`config.mk`:
```
export PLATFORM = sky130hd
export DESIGN_NAME = dep_interlock
export DESIGN_NICKNAME = d
export VERILOG_FILES = /design/src/rtl/ilk_pkg.sv /design/src/rtl/ilk_entry_tbl.sv /design/src/rtl/ilk_src_chk.sv /design/src/rtl/dep_interlock.sv
export SDC_FILE = /design/constraint.sdc
export NUM_CORES = 1
export LEC_CHECK = 0
export ABC_AREA = 1
export CAP_MARGIN = 20
export CELL_PAD_IN_SITES_DETAIL_PLACEMENT = 1
export CELL_PAD_IN_SITES_GLOBAL_PLACEMENT = 1
export CORE_ASPECT_RATIO = 2
export CORE_MARGIN = 8
export CORE_UTILIZATION = 30
export DETAILED_ROUTE_END_ITERATION = 10
export PLACE_DENSITY = 0.67
export SLEW_MARGIN = 20
export SYNTH_ARGS = -nofsm -noshare
export SYNTH_HDL_FRONTEND = slang
export SYNTH_SLANG_ARGS = --single-unit
```
`constraint.sdc`:
```
create_clock -name clk -period 3.9 [get_ports clk]
set_clock_uncertainty 0.15 [all_clocks]
set_input_delay 0.585 -clock clk [delete_from_list [all_inputs] [get_ports clk]]
set_output_delay 0.585 -clock clk [all_outputs]
set_load 0.05 [all_outputs]
```
`src/rtl/ilk_pkg.sv`:
```
package ilk_pkg;

    localparam int CLS_W   = 4;
    localparam int MAX_SEP = 5;

    typedef enum logic [CLS_W-1:0] {
        OP_ALU    = 4'd0,
        OP_ALU_RS = 4'd1,
        OP_MUL_W  = 4'd2,
        OP_MUL_L  = 4'd3,
        OP_MUL_H  = 4'd4,
        OP_MUL_HL = 4'd5,
        OP_LD_W   = 4'd6,
        OP_LD_B   = 4'd7,
        OP_LD_M   = 4'd8,
        OP_ST     = 4'd9,
        OP_BR     = 4'd10
    } op_cls_e;

    typedef struct packed {
        logic    live;
        op_cls_e cls;
    } prod_t;

    function automatic logic is_mul(op_cls_e c);
        return (c == OP_MUL_W) || (c == OP_MUL_L) ||
               (c == OP_MUL_H) || (c == OP_MUL_HL);
    endfunction

    function automatic logic writes_result(op_cls_e c);
        return (c <= OP_LD_M);
    endfunction

    // consumers that can take a forwarded value when not needed early
    function automatic logic fwd_consumer(op_cls_e c);
        return (c == OP_ALU) || (c == OP_ALU_RS) || is_mul(c) || (c == OP_ST);
    endfunction

    function automatic logic [2:0] base_lat(op_cls_e p);
        case (p)
            OP_ALU:    return 3'd2;
            OP_ALU_RS: return 3'd3;
            OP_MUL_W:  return 3'd4;
            OP_MUL_L:  return 3'd5;
            OP_MUL_H:  return 3'd3;
            OP_MUL_HL: return 3'd4;
            OP_LD_W:   return 3'd3;
            OP_LD_B:   return 3'd4;
            OP_LD_M:   return 3'd4;
            default:   return 3'd0;
        endcase
    endfunction

    function automatic logic [2:0] fwd_lat(op_cls_e p, op_cls_e c);
        case (p)
            OP_ALU:    return 3'd1;
            OP_ALU_RS: return 3'd2;
            OP_MUL_W:  return 3'd3;
            OP_MUL_L:  return 3'd4;
            OP_MUL_H:  return 3'd2;
            OP_MUL_HL: return 3'd3;
            OP_LD_W:   return 3'd2;
            OP_LD_B:   return 3'd3;
            OP_LD_M:   return is_mul(c) ? 3'd3 : 3'd4;
            default:   return 3'd0;
        endcase
    endfunction

    function automatic logic [2:0] br_lat(op_cls_e p);
        case (p)
            OP_ALU:    return 3'd1;
            OP_ALU_RS: return 3'd2;
            OP_LD_W:   return 3'd2;
            OP_LD_M:   return 3'd3;
            default:   return base_lat(p);
        endcase
    endfunction

    function automatic logic [2:0] sep_need(op_cls_e p, op_cls_e c, logic early);
        if (c == OP_BR)
            return br_lat(p);
        if (!early && fwd_consumer(c))
            return fwd_lat(p, c);
        return base_lat(p);
    endfunction

endpackage

```
`src/rtl/ilk_entry_tbl.sv`:
```
module ilk_entry_tbl
    import ilk_pkg::*;
#(
    parameter int NREG  = 16,
    parameter int CNT_W = 3,
    localparam int REG_W = $clog2(NREG)
) (
    input  logic             clk,
    input  logic             rst,
    input  logic             wr_en,
    input  logic [REG_W-1:0] wr_idx,
    input  op_cls_e          wr_cls,
    output prod_t            prod_o [NREG],
    output logic [CNT_W-1:0] age_o  [NREG]
);

    localparam logic [CNT_W-1:0] AGE_MAX = {CNT_W{1'b1}};
    localparam logic [CNT_W-1:0] AGE_ONE = CNT_W'(1);

    for (genvar i = 0; i < NREG; i++) begin : g_ent
        prod_t            prod_q;
        logic [CNT_W-1:0] age_q;

        // age is loaded with one: the cycle after issue is one cycle of separation
        always_ff @(posedge clk) begin
            if (rst) begin
                prod_q <= '{live: 1'b0, cls: OP_ALU};
                age_q  <= AGE_MAX;
            end else if (wr_en && (wr_idx == REG_W'(i))) begin
                prod_q <= '{live: 1'b1, cls: wr_cls};
                age_q  <= AGE_ONE;
            end else if (age_q != AGE_MAX) begin
                age_q  <= age_q + AGE_ONE;
            end
        end

        assign prod_o[i] = prod_q;
        assign age_o[i]  = age_q;
    end

endmodule

```
`src/rtl/ilk_src_chk.sv`:
```
module ilk_src_chk
    import ilk_pkg::*;
#(
    parameter int CNT_W = 3
) (
    input  logic             clk,
    input  logic             rst,
    input  prod_t            prod,
    input  logic [CNT_W-1:0] age,
    input  op_cls_e          cons_cls,
    input  logic             used,
    input  logic             early,
    output logic             wait_o
);

    logic [2:0] sep;

    always_comb begin
        sep    = sep_need(prod.cls, cons_cls, early);
        wait_o = used && prod.live && (int'(age) < int'(sep));
    end


    sep_range_chk: assert property (@(posedge clk) disable iff (rst)
        prod.live |-> (sep >= 3'd1 && int'(sep) <= MAX_SEP));

endmodule

```
`src/rtl/dep_interlock.sv`:
```
module dep_interlock
    import ilk_pkg::*;
#(
    parameter int NREG  = 16,
    parameter int CNT_W = 3,
    parameter int NSRC  = 2,
    localparam int REG_W = $clog2(NREG)
) (
    input  logic                       clk,
    input  logic                       rst,
    input  logic                       iss_valid,
    input  logic [CLS_W-1:0]           iss_class,
    input  logic [REG_W-1:0]           iss_dst,
    input  logic                       iss_dst_wr,
    input  logic [NSRC-1:0][REG_W-1:0] src_reg,
    input  logic [NSRC-1:0]            src_used,
    input  logic [NSRC-1:0]            src_early,
    output logic                       stall
);

    op_cls_e          cls;
    prod_t            prod_tab [NREG];
    logic [CNT_W-1:0] age_tab  [NREG];
    logic [NSRC-1:0]  wait_v;
    logic             wr_en;

    assign cls   = op_cls_e'(iss_class);
    assign stall = iss_valid && (|wait_v);
    assign wr_en = iss_valid && !stall && iss_dst_wr && writes_result(cls);

    ilk_entry_tbl #(.NREG(NREG), .CNT_W(CNT_W)) u_tbl (
        .clk    (clk),
        .rst    (rst),
        .wr_en  (wr_en),
        .wr_idx (iss_dst),
        .wr_cls (cls),
        .prod_o (prod_tab),
        .age_o  (age_tab)
    );

    for (genvar s = 0; s < NSRC; s++) begin : g_src
        ilk_src_chk #(.CNT_W(CNT_W)) u_chk (
            .clk      (clk),
            .rst      (rst),
            .prod     (prod_tab[src_reg[s]]),
            .age      (age_tab[src_reg[s]]),
            .cons_cls (cls),
            .used     (src_used[s]),
            .early    (src_early[s]),
            .wait_o   (wait_v[s])
        );


        ready_hold_chk: assert property (@(posedge clk) disable iff (rst)
            ($past(!wait_v[s] && !wr_en) && $stable(src_reg[s]) &&
             $stable(iss_class) && $stable(src_used[s]) && $stable(src_early[s]))
            |-> !wait_v[s]);
    end

    logic [2:0] stall_run;

    always_ff @(posedge clk) begin
        if (rst)
            stall_run <= '0;
        else if (stall && stall_run != 3'd7)
            stall_run <= stall_run + 3'd1;
        else if (!stall)
            stall_run <= '0;
    end


    stall_run_chk: assert property (@(posedge clk) disable iff (rst)
        int'(stall_run) <= MAX_SEP - 1);


    reset_clear_chk: assert property (@(posedge clk) disable iff (rst)
        $past(rst) |-> !stall);

endmodule

```
==> flow_summary.ini, run 1 <==
[outcome]
status = finished, violations left
violations = setup timing

[grt]
antenna_found_initial = 0
grt_pass1_wl_mm = 54.4
grt_max_degree = 50
grt_pass1_vias = 9881
grt_use_total_pct = 19.1
grt_overflow = 0

[synthesis]
syn_area_um2 = 9070
synth_cell_type_count = 39
yosys_warnings = 0
synthFlopType = dfxtp_1
synth_edf_count = 0
yosysSeqAreaShare_pct = 28.2
avgSynthCellArea_um2 = 6.50
synthCells = 1396
syn_nets = 1456
async_flop_share_pct = 0
ys_seq_elements = 128

[floorplan]
rows = 90
dieArea_um2 = 36400
ios = 25
die_h_um = 262
die_w_um = 139
start_util_pct = 30.3
fp.coreArea_um2 = 30000

[placement]
gp_congestion = 0.839
portBuffers = 24
dp_hpwl_mm = 24.5
dp.cells = 1812

[layout]
layout-drive-gt1-share_pct = 19.8
layout_common_cells = nand2_1 (305), nor2_1 (162), inv_1 (159)
final_common_cell = nand2_1
n_antenna_cell = 0
nets = 1544
layoutNonFillerInstCount = 1865
area_growth_pct = 26.0
finish.utilization_pct = 38.2

[sta]
timing.slew.headroom_pct = 41.1
max_slew.worst_pin.slew_ps = 883
setup_violations = 1
finalMaxSlewViolations = 0
rsz0062_at_grt = true
fin_crit_sh_pct = 101
fin_crit_ps = 3940
final_hold_viol_count = 0
tns_ps = -38.8
fmax_mhz = 254
setup_ws_ps = -38.8

[min_path]
hold_class = reg -> reg

[flow_run]
cap_violations = 0

[clock_network]
cts-root-buf = clkbuf_16
cts_tree = yes
clkSlewWorstSetupHoldPaths_ps = 60
cts_made_buffers = 17
htreeDepth = 4
clock-sinks = 128
clockBufferDepth = 2
insertion_delay_ps = 450

[power]
total_leakage_power_nw = 5.50
vdd.ir_drop.worst_v = 0.000339
power.density_nw_per_um2 = 488
power_mw = 5.58

[worst_setup_path]
critPathKind = in -> out
arrival_ps = 3200
critPathMaxStageDelay_ps = 350
crit_path_end_kind = primary output
path_cells = buf_6, bufbuf_16, o211ai_1, nand3_1, nand3_2, nand2_4, nor3_4, or2_2, nand2_1, a21oi_1, a31oi_1, ha_1, a221oi_4, nand2_4, a21boi_4, buf_12
slowest_stage = a221oi_4
cp_top_family = simple AND/OR/NAND/NOR gates
crit_top_cell = nand2_4
cp.required_ps = 3160
cp.buffers_inverters = 3
cp_max_fo = 5
start_kind = input pin

[routing]
vias_per_cell = 5.23
vias = 9754
drc = 0
wl_per_cell_um = 18.6
drt_wl_total_mm = 34.8
drtIter0Drc = 552
drt_pass1_iterations = 4
ant_nets = 0
==> metrics by stage <==
stage	area [um2]	worst slack (ps)	hold WS [ps]
after global placement	10200	-527	301
after detailed placement	10200	-622	320
after floorplan	9080	15.1	287
final	11400	-38.8	328
after global routing	11400	-174	352
after CTS	11200	0.721	330
==> flip-flops by register name (all words and copies together) (netlist names) <==
name / cells
u_tbl.g_ent.age_q: 48
u_tbl.prod_o: 80
==> power breakdown <==
| group | switching (mW) | leakage, nW | internal (mW) |
|---|---|---|---|
| Sequential | 0.269 | 1.05 | 1.54 |
| Clock | 0.639 | 0.265 | 0.923 |
| Combinational | 1.26 | 4.19 | 0.937 |
| Total | 2.17 | 5.50 | 3.40 |
==> routing by layer <==
layer,vias up,wire [um],GRT usage (%)
met2,191,17000,33.1
met4,0,1620,9.38
met1,4767,15000,22.6
met3,71,1170,3.09
li1,4725,-,-
met5,-,0,0
==> synthesized netlist by cell type (all sizes together), types with 2 or more instances <==
cell type,instances,area (um2)
or2,2,12.5
nand4,17,241
nand2,322,1260
clkbuf,27,101
o221ai,9,78.8
ha,36,450
o21ai,78,390
nand3,174,886
a31oi,3,18.8
dfxtp,128,2560
nor3,3,15.0
inv,171,647
o211ai,48,360
o22ai,3,18.8
nor2,206,881
a21oi,99,529
buf,63,563
==> timing repair <==
action,4_1_cts,5_1_grt
endpoints found under the setup margin,121,1
gates cloned,5,4
buffers inserted,10,2
resized for setup,77,26
pin swaps,23,25
hold buffers,0,0
==> final cells by class <==
type / instances / area [um2]
fill: 3812 / 18500
tap: 368 / 460
sequential: 128 / 2560
inverter: 172 / 668
timing repair buffer: 159 / 1770
clock inverter: 9 / 83.8
multi-input combinational: 1006 / 5410
clock buffer: 23 / 478
==> worst reg2reg max path: cells and delay by family, from the launching register on <==
| kind | cells | cell delay [ps] |
|---|---|---|
| AO/OA/AOI/OAI | 3 | 520 |
| adder cells (fa/ha/maj) | 1 | 300 |
| buffers and inverters | 5 | 720 |
| flip-flops | 1 | 330 |
| AND/OR/NAND/NOR | 11 | 1390 |
==> final timing paths <==
path / startpoint / to / slack, ps / cells past startpoint
setup / recovery: src_reg[5] / stall / -40 / 16
hold / removal: u_tbl.prod_o[4]$_SDFFE_PP0P_ / u_tbl.prod_o[4]$_SDFFE_PP0P_ / 330 / 2
setup reg to reg: u_tbl.prod_o[65]$_SDFFE_PP0P_ / u_tbl.g_ent[15].age_q[1]$_SDFFE_PP1P_ / 340 / 20
hold reg to reg: u_tbl.prod_o[4]$_SDFFE_PP0P_ / u_tbl.prod_o[4]$_SDFFE_PP0P_ / 330 / 2
==> cell families after synthesis <==
logic type                 synth area share (%)
adders and majority gates                  4.97
AOI/OAI and AO/OA                          15.9
DFF                                        28.2
and+or+nand+nor                            36.4
buffers and inverters                      14.5
Power figures use the tool's default switching activity.
==> inputs of run 2 (changes only) <==
- MAX_ROUTING_LAYER: not set -> met4
==> run 2 against run 1 <==
  * The run still ends with setup timing left
  * Global-route usage up 0.64 points
  * Register-to-register slack got worse by 20 ps
  * Largest cell class unchanged
  * Routed wire length grew 1.8%
  * Largest power group unchanged
  * Worst setup slack better by 5.1 ps
  * First-iteration DRC count shrank 10%
  * Sequential power barely moved
==> flow_summary.ini, run 2 (same netlist as run 1, synthesis figures left out) <==
[routing]
drc = 0
ant_nets = 0
vias = 9721
drtIter0Drc = 496
vias_per_cell = 5.22
drt_pass1_iterations = 5
drt_wl_total_mm = 35.4
wl_per_cell_um = 19.0

[sta]
fmax_mhz = 254
final_hold_viol_count = 0
finalMaxSlewViolations = 0
setup_violations = 1
fin_crit_sh_pct = 101
tns_ps = -33.7
rsz0062_at_grt = true
timing.slew.headroom_pct = 38.4
setup_ws_ps = -33.7
fin_crit_ps = 3930
max_slew.worst_pin.slew_ps = 924

[flow_run]
cap_violations = 0

[floorplan]
die_h_um = 262
rows = 90
dieArea_um2 = 36400
fp.coreArea_um2 = 30000
ios = 25
start_util_pct = 30.3
die_w_um = 139

[layout]
final_area_um2 = 11600
largest_reg_flops = 80
layout-drive-gt1-share_pct = 21.0
layout_common_cells = nand2_1 (302), nor2_1 (162), inv_1 (152), nand3_1 (152), dfxtp_1 (128)
n_antenna_cell = 0
area_growth_pct = 27.5
final_common_cell = nand2_1
multiInputGateArea_um2 = 5500
regArea_um2 = 2560
nets = 1541
nFillCells = 3843

[outcome]
status = finished, violations left
violations = setup timing

[worst_setup_path]
cp.required_ps = 3160
path_cells = buf_16, buf_16, o211ai_1, nand3_2, nand3_4, nand2_8, nor2_4, nand2_1, o22ai_2, nand2_1, a21oi_2, a31oi_1, ha_1, a221oi_2, nand2_4, a21boi_4, buf_12
cp_max_fo = 14
slowest_stage = a221oi_2
critPathMaxStageDelay_ps = 340
arrival_ps = 3200
r2r_setup_slack_ps = 320
crit_path_end_kind = primary output
critPathKind = in -> out
start_kind = input pin

[clock_network]
cts_tree = yes
cts_hold_buf = 0
insertion_delay_ps = 450
clock-sinks = 128
cts_made_buffers = 17
clkSlewWorstSetupHoldPaths_ps = 50
cts-root-buf = clkbuf_16
clockBufferDepth = 2
htreeDepth = 4

[power]
pwr-share-seq_pct = 31.7
switching_share_pct = 38.3
pwr-share-comb_pct = 39.4
vdd.ir_drop.worst_v = 0.000334
total_leakage_power_nw = 5.55
power.density_nw_per_um2 = 492
internal_power_mw = 3.51
clock_power_share_pct = 28.9
p_sw_mw = 2.18
power_mw = 5.69

[placement]
place_area_um2 = 10200
portBuffers = 24
gp_congestion = 0.862
dp_hpwl_mm = 24.5

[grt]
grt_overflow = 0
antenna_found_initial = 0
grt_max_degree = 50
grt_use_total_pct = 19.7
grt_pass1_vias = 10104
grt_pass1_wl_mm = 54.9

[min_path]
hold_class = reg -> reg
## run 2: repair_timing
item,4_1_cts,5_1_grt
pin swaps,21,31
cloned,6,6
resized for setup,91,45
setup buffers,5,8
setup endpoints to repair,120,1
## run 2: routing by layer
layer / up-vias / share of wire [%] / global-route usage, %
li1: 4715 / - / -
met4: 0 / 3.9 / 9.87
met2: 226 / 50 / 33.9
met3: 77 / 3.4 / 2.47
met5: - / 0 / -
met1: 4703 / 43 / 22.4
## run 2: final cells by class
cell class | instances | area share, %
well taps | 368 | 3.98
clock inverters | 11 | 1.20
clock buffers | 21 | 3.90
repair buffers | 156 | 15.3
inverters | 172 | 5.94
multi-input cells | 1006 | 47.6
flip-flops and latches | 128 | 22.2
## run 2: final timing paths
kind                                       from                       endpoint  depth (start not counted)
hold / removal    u_tbl.prod_o[44]$_SDFFE_PP0P_  u_tbl.prod_o[44]$_SDFFE_PP0P_                          2
hold reg to reg   u_tbl.prod_o[44]$_SDFFE_PP0P_  u_tbl.prod_o[44]$_SDFFE_PP0P_                          2
setup / recovery                     src_reg[4]                          stall                         17
setup reg to reg  u_tbl.prod_o[78]$_SDFFE_PP0P_  u_tbl.prod_o[16]$_SDFFE_PP0P_                         23
## run 2: stage by stage
stage	utilization [%]	setup slack, ps	cells	hold WS, ps
2_1_floorplan	-	15.1	1396	287
3_3_place_gp	33.9	-542	1805	306
3_5_place_dp	33.9	-704	1805	314
4_1_cts	37.3	2.13	1848	324
5_1_grt	38.6	-149	1862	339
6_report	38.6	-33.7	1862	325
## run 2: worst max-delay path: cells and delay by family
family	cells	cell delay, ps
adder cells (fa/ha/maj)	1	310
buffers and inverters	3	460
AND/OR/NAND/NOR	7	780
AO/OA/AOI/OAI	6	1040
## run 2: power by group through the flow
| stage | registers, mW | logic, mW | clock network [mW] |
|---|---|---|---|
| floorplan | 1.74 | 1.53 | 0 |
| global placement | 1.81 | 1.91 | 0 |
| detailed placement | 1.83 | 2.10 | 0 |
| CTS | 1.80 | 2.18 | 1.69 |
| global route | 1.84 | 2.55 | 1.73 |
| finish | 1.80 | 2.24 | 1.65 |
==> inputs of run 3 (changes only) <==
- HOLD_SLACK_MARGIN: not set -> 0.12
- clock period: 3.9 -> 4.7 ns (I/O delays scaled with it)
==> run 3 against run 2 <==
  * The flow now finishes without violations
  * Sequential cell count unchanged
  * Critical path depth up 1
  * Clock power down 21%
  * Routed wire length down 6.1%
  * Final area down 9.1%
  * Non-clock buffer count down 52
  * Core utilization down 3.5 points
  * Sequential power down 17%
  * Critical path type unchanged
  * Critical endpoint unchanged
  * Largest cell class unchanged
==> flow_summary.ini, run 3 (same netlist as run 1, synthesis figures left out) <==
[outcome]
status = completed

[floorplan]
die_h_um = 262
die_w_um = 139
dieArea_um2 = 36400
start_util_pct = 30.3
ios = 25
rows = 90
fp.coreArea_um2 = 30000

[routing]
drc = 0
wl_per_cell_um = 18.4
drt_wl_total_mm = 33.2
vias = 9424
drtIter0Drc = 442
vias_per_cell = 5.21
ant_nets = 0
drt_pass1_iterations = 4

[power]
power.density_nw_per_um2 = 430
total_leakage_power_nw = 5.08
vdd.ir_drop.worst_v = 0.000302
power_mw = 4.52

[layout]
layout_common_cells = nand2_1 (307), nand3_1 (171), nor2_1 (163)
area_growth_pct = 15.8
final_common_cell = nand2_1
final_area_um2 = 10500
layout-drive-gt1-share_pct = 14.7
finish.utilization_pct = 35.1
largest_reg_flops = 80
n_antenna_cell = 0
nets = 1489

[clock_network]
htreeDepth = 4
clockBufferDepth = 2
clock-sinks = 128
insertion_delay_ps = 440
cts_hold_buf = 0
clkSlewWorstSetupHoldPaths_ps = 60
cts-root-buf = clkbuf_16
cts_made_buffers = 17
cts_tree = yes

[worst_setup_path]
critPathKind = in -> out
arrival_ps = 3640
cp_max_fo = 17
crit_path_end_kind = primary output
start_kind = input pin
cp.required_ps = 3850

[sta]
fmax_mhz = 223
timing.slew.headroom_pct = 63.1
fin_crit_sh_pct = 95.6
final_hold_viol_count = 0
setup_ws_ps = 207
tns_ps = 0
fin_crit_ps = 4490
max_slew.worst_pin.slew_ps = 554
setup_violations = 0
finalMaxSlewViolations = 0

[placement]
place_area_um2 = 9800
portBuffers = 24
post-place-ws_ps = -201
gp_congestion = 0.885
dp_hpwl_mm = 24.3

[min_path]
hold_class = reg -> reg

[grt]
grt_max_degree = 50
grt_pass1_wl_mm = 53.0
grt_overflow = 0
grt_pass1_vias = 9593
antenna_found_initial = 0
grt_use_total_pct = 19.0

[flow_run]
cap_violations = 0
-- run 3: report_power, final --
group / switching, mW / internal, mW / total, mW
combinational: 1.00 / 0.701 / 1.70
clock: 0.500 / 0.813 / 1.31
sequential: 0.222 / 1.28 / 1.50
-- run 3: per-stage QoR --
| stage | hold WS [ps] | cells |
|---|---|---|
| after floorplan | 287 | 1396 |
| after global placement | 309 | 1770 |
| after detailed placement | 320 | 1770 |
| after CTS | 328 | 1802 |
| after global routing | 352 | 1808 |
| final | 330 | 1808 |
-- run 3: worst max-delay path, stage by stage --
cell and delay (ps):
buf_2 200, buf_4 270, nand2_1 120, nand3_1 120, nand3_1 90, nand3_1 90
nand2_2 130, nand2_1 160, nand2_2 70, o21ai_0 220, a21oi_1 100, a31oi_1 160
ha_1 270, a221oi_2 320, nand2_4 100, a21boi_2 190, buf_4 150, buf_12 120
-- run 3: worst paths after layout --
check	startpoint	to	slack [ps]	depth (start not counted)
setup / recovery	src_reg[4]	stall	210	18
hold / removal	u_tbl.prod_o[59]$_SDFFE_PP0P_	u_tbl.prod_o[59]$_SDFFE_PP0P_	330	2
setup reg to reg	u_tbl.prod_o[72]$_SDFFE_PP0P_	u_tbl.prod_o[23]$_SDFFE_PP0P_	1110	22
hold reg to reg	u_tbl.prod_o[59]$_SDFFE_PP0P_	u_tbl.prod_o[59]$_SDFFE_PP0P_	330	2
-- run 3: cell type report --
cell class / instances / area (um2)
fill: 3813 / 19400
timing repair buffer: 104 / 1040
clock buffer: 24 / 482
clock inverter: 6 / 82.6
sequential: 128 / 2560
inverter: 172 / 657
multi-input combinational: 1006 / 5220
tap: 368 / 460
-- run 3: layer usage --
| layer | part of all wire (%) | GRT usage [%] | up-vias |
|---|---|---|---|
| li1 | - | - | 4607 |
| met1 | 45 | 22.1 | 4599 |
| met2 | 49 | 32.4 | 164 |
| met3 | 2.8 | 2.66 | 54 |
| met4 | 3.2 | 8.07 | 0 |
| met5 | 0 | - | - |
-- run 3: repair_timing --
action / 4_1_cts / 5_1_grt
gates resized for setup: 4 / 19
cloned: 2 / 0
setup buffers: 0 / 6
pin swaps: 0 / 1
hold endpoints to repair: 0 / 0
setup endpoints to repair: 1 / 1
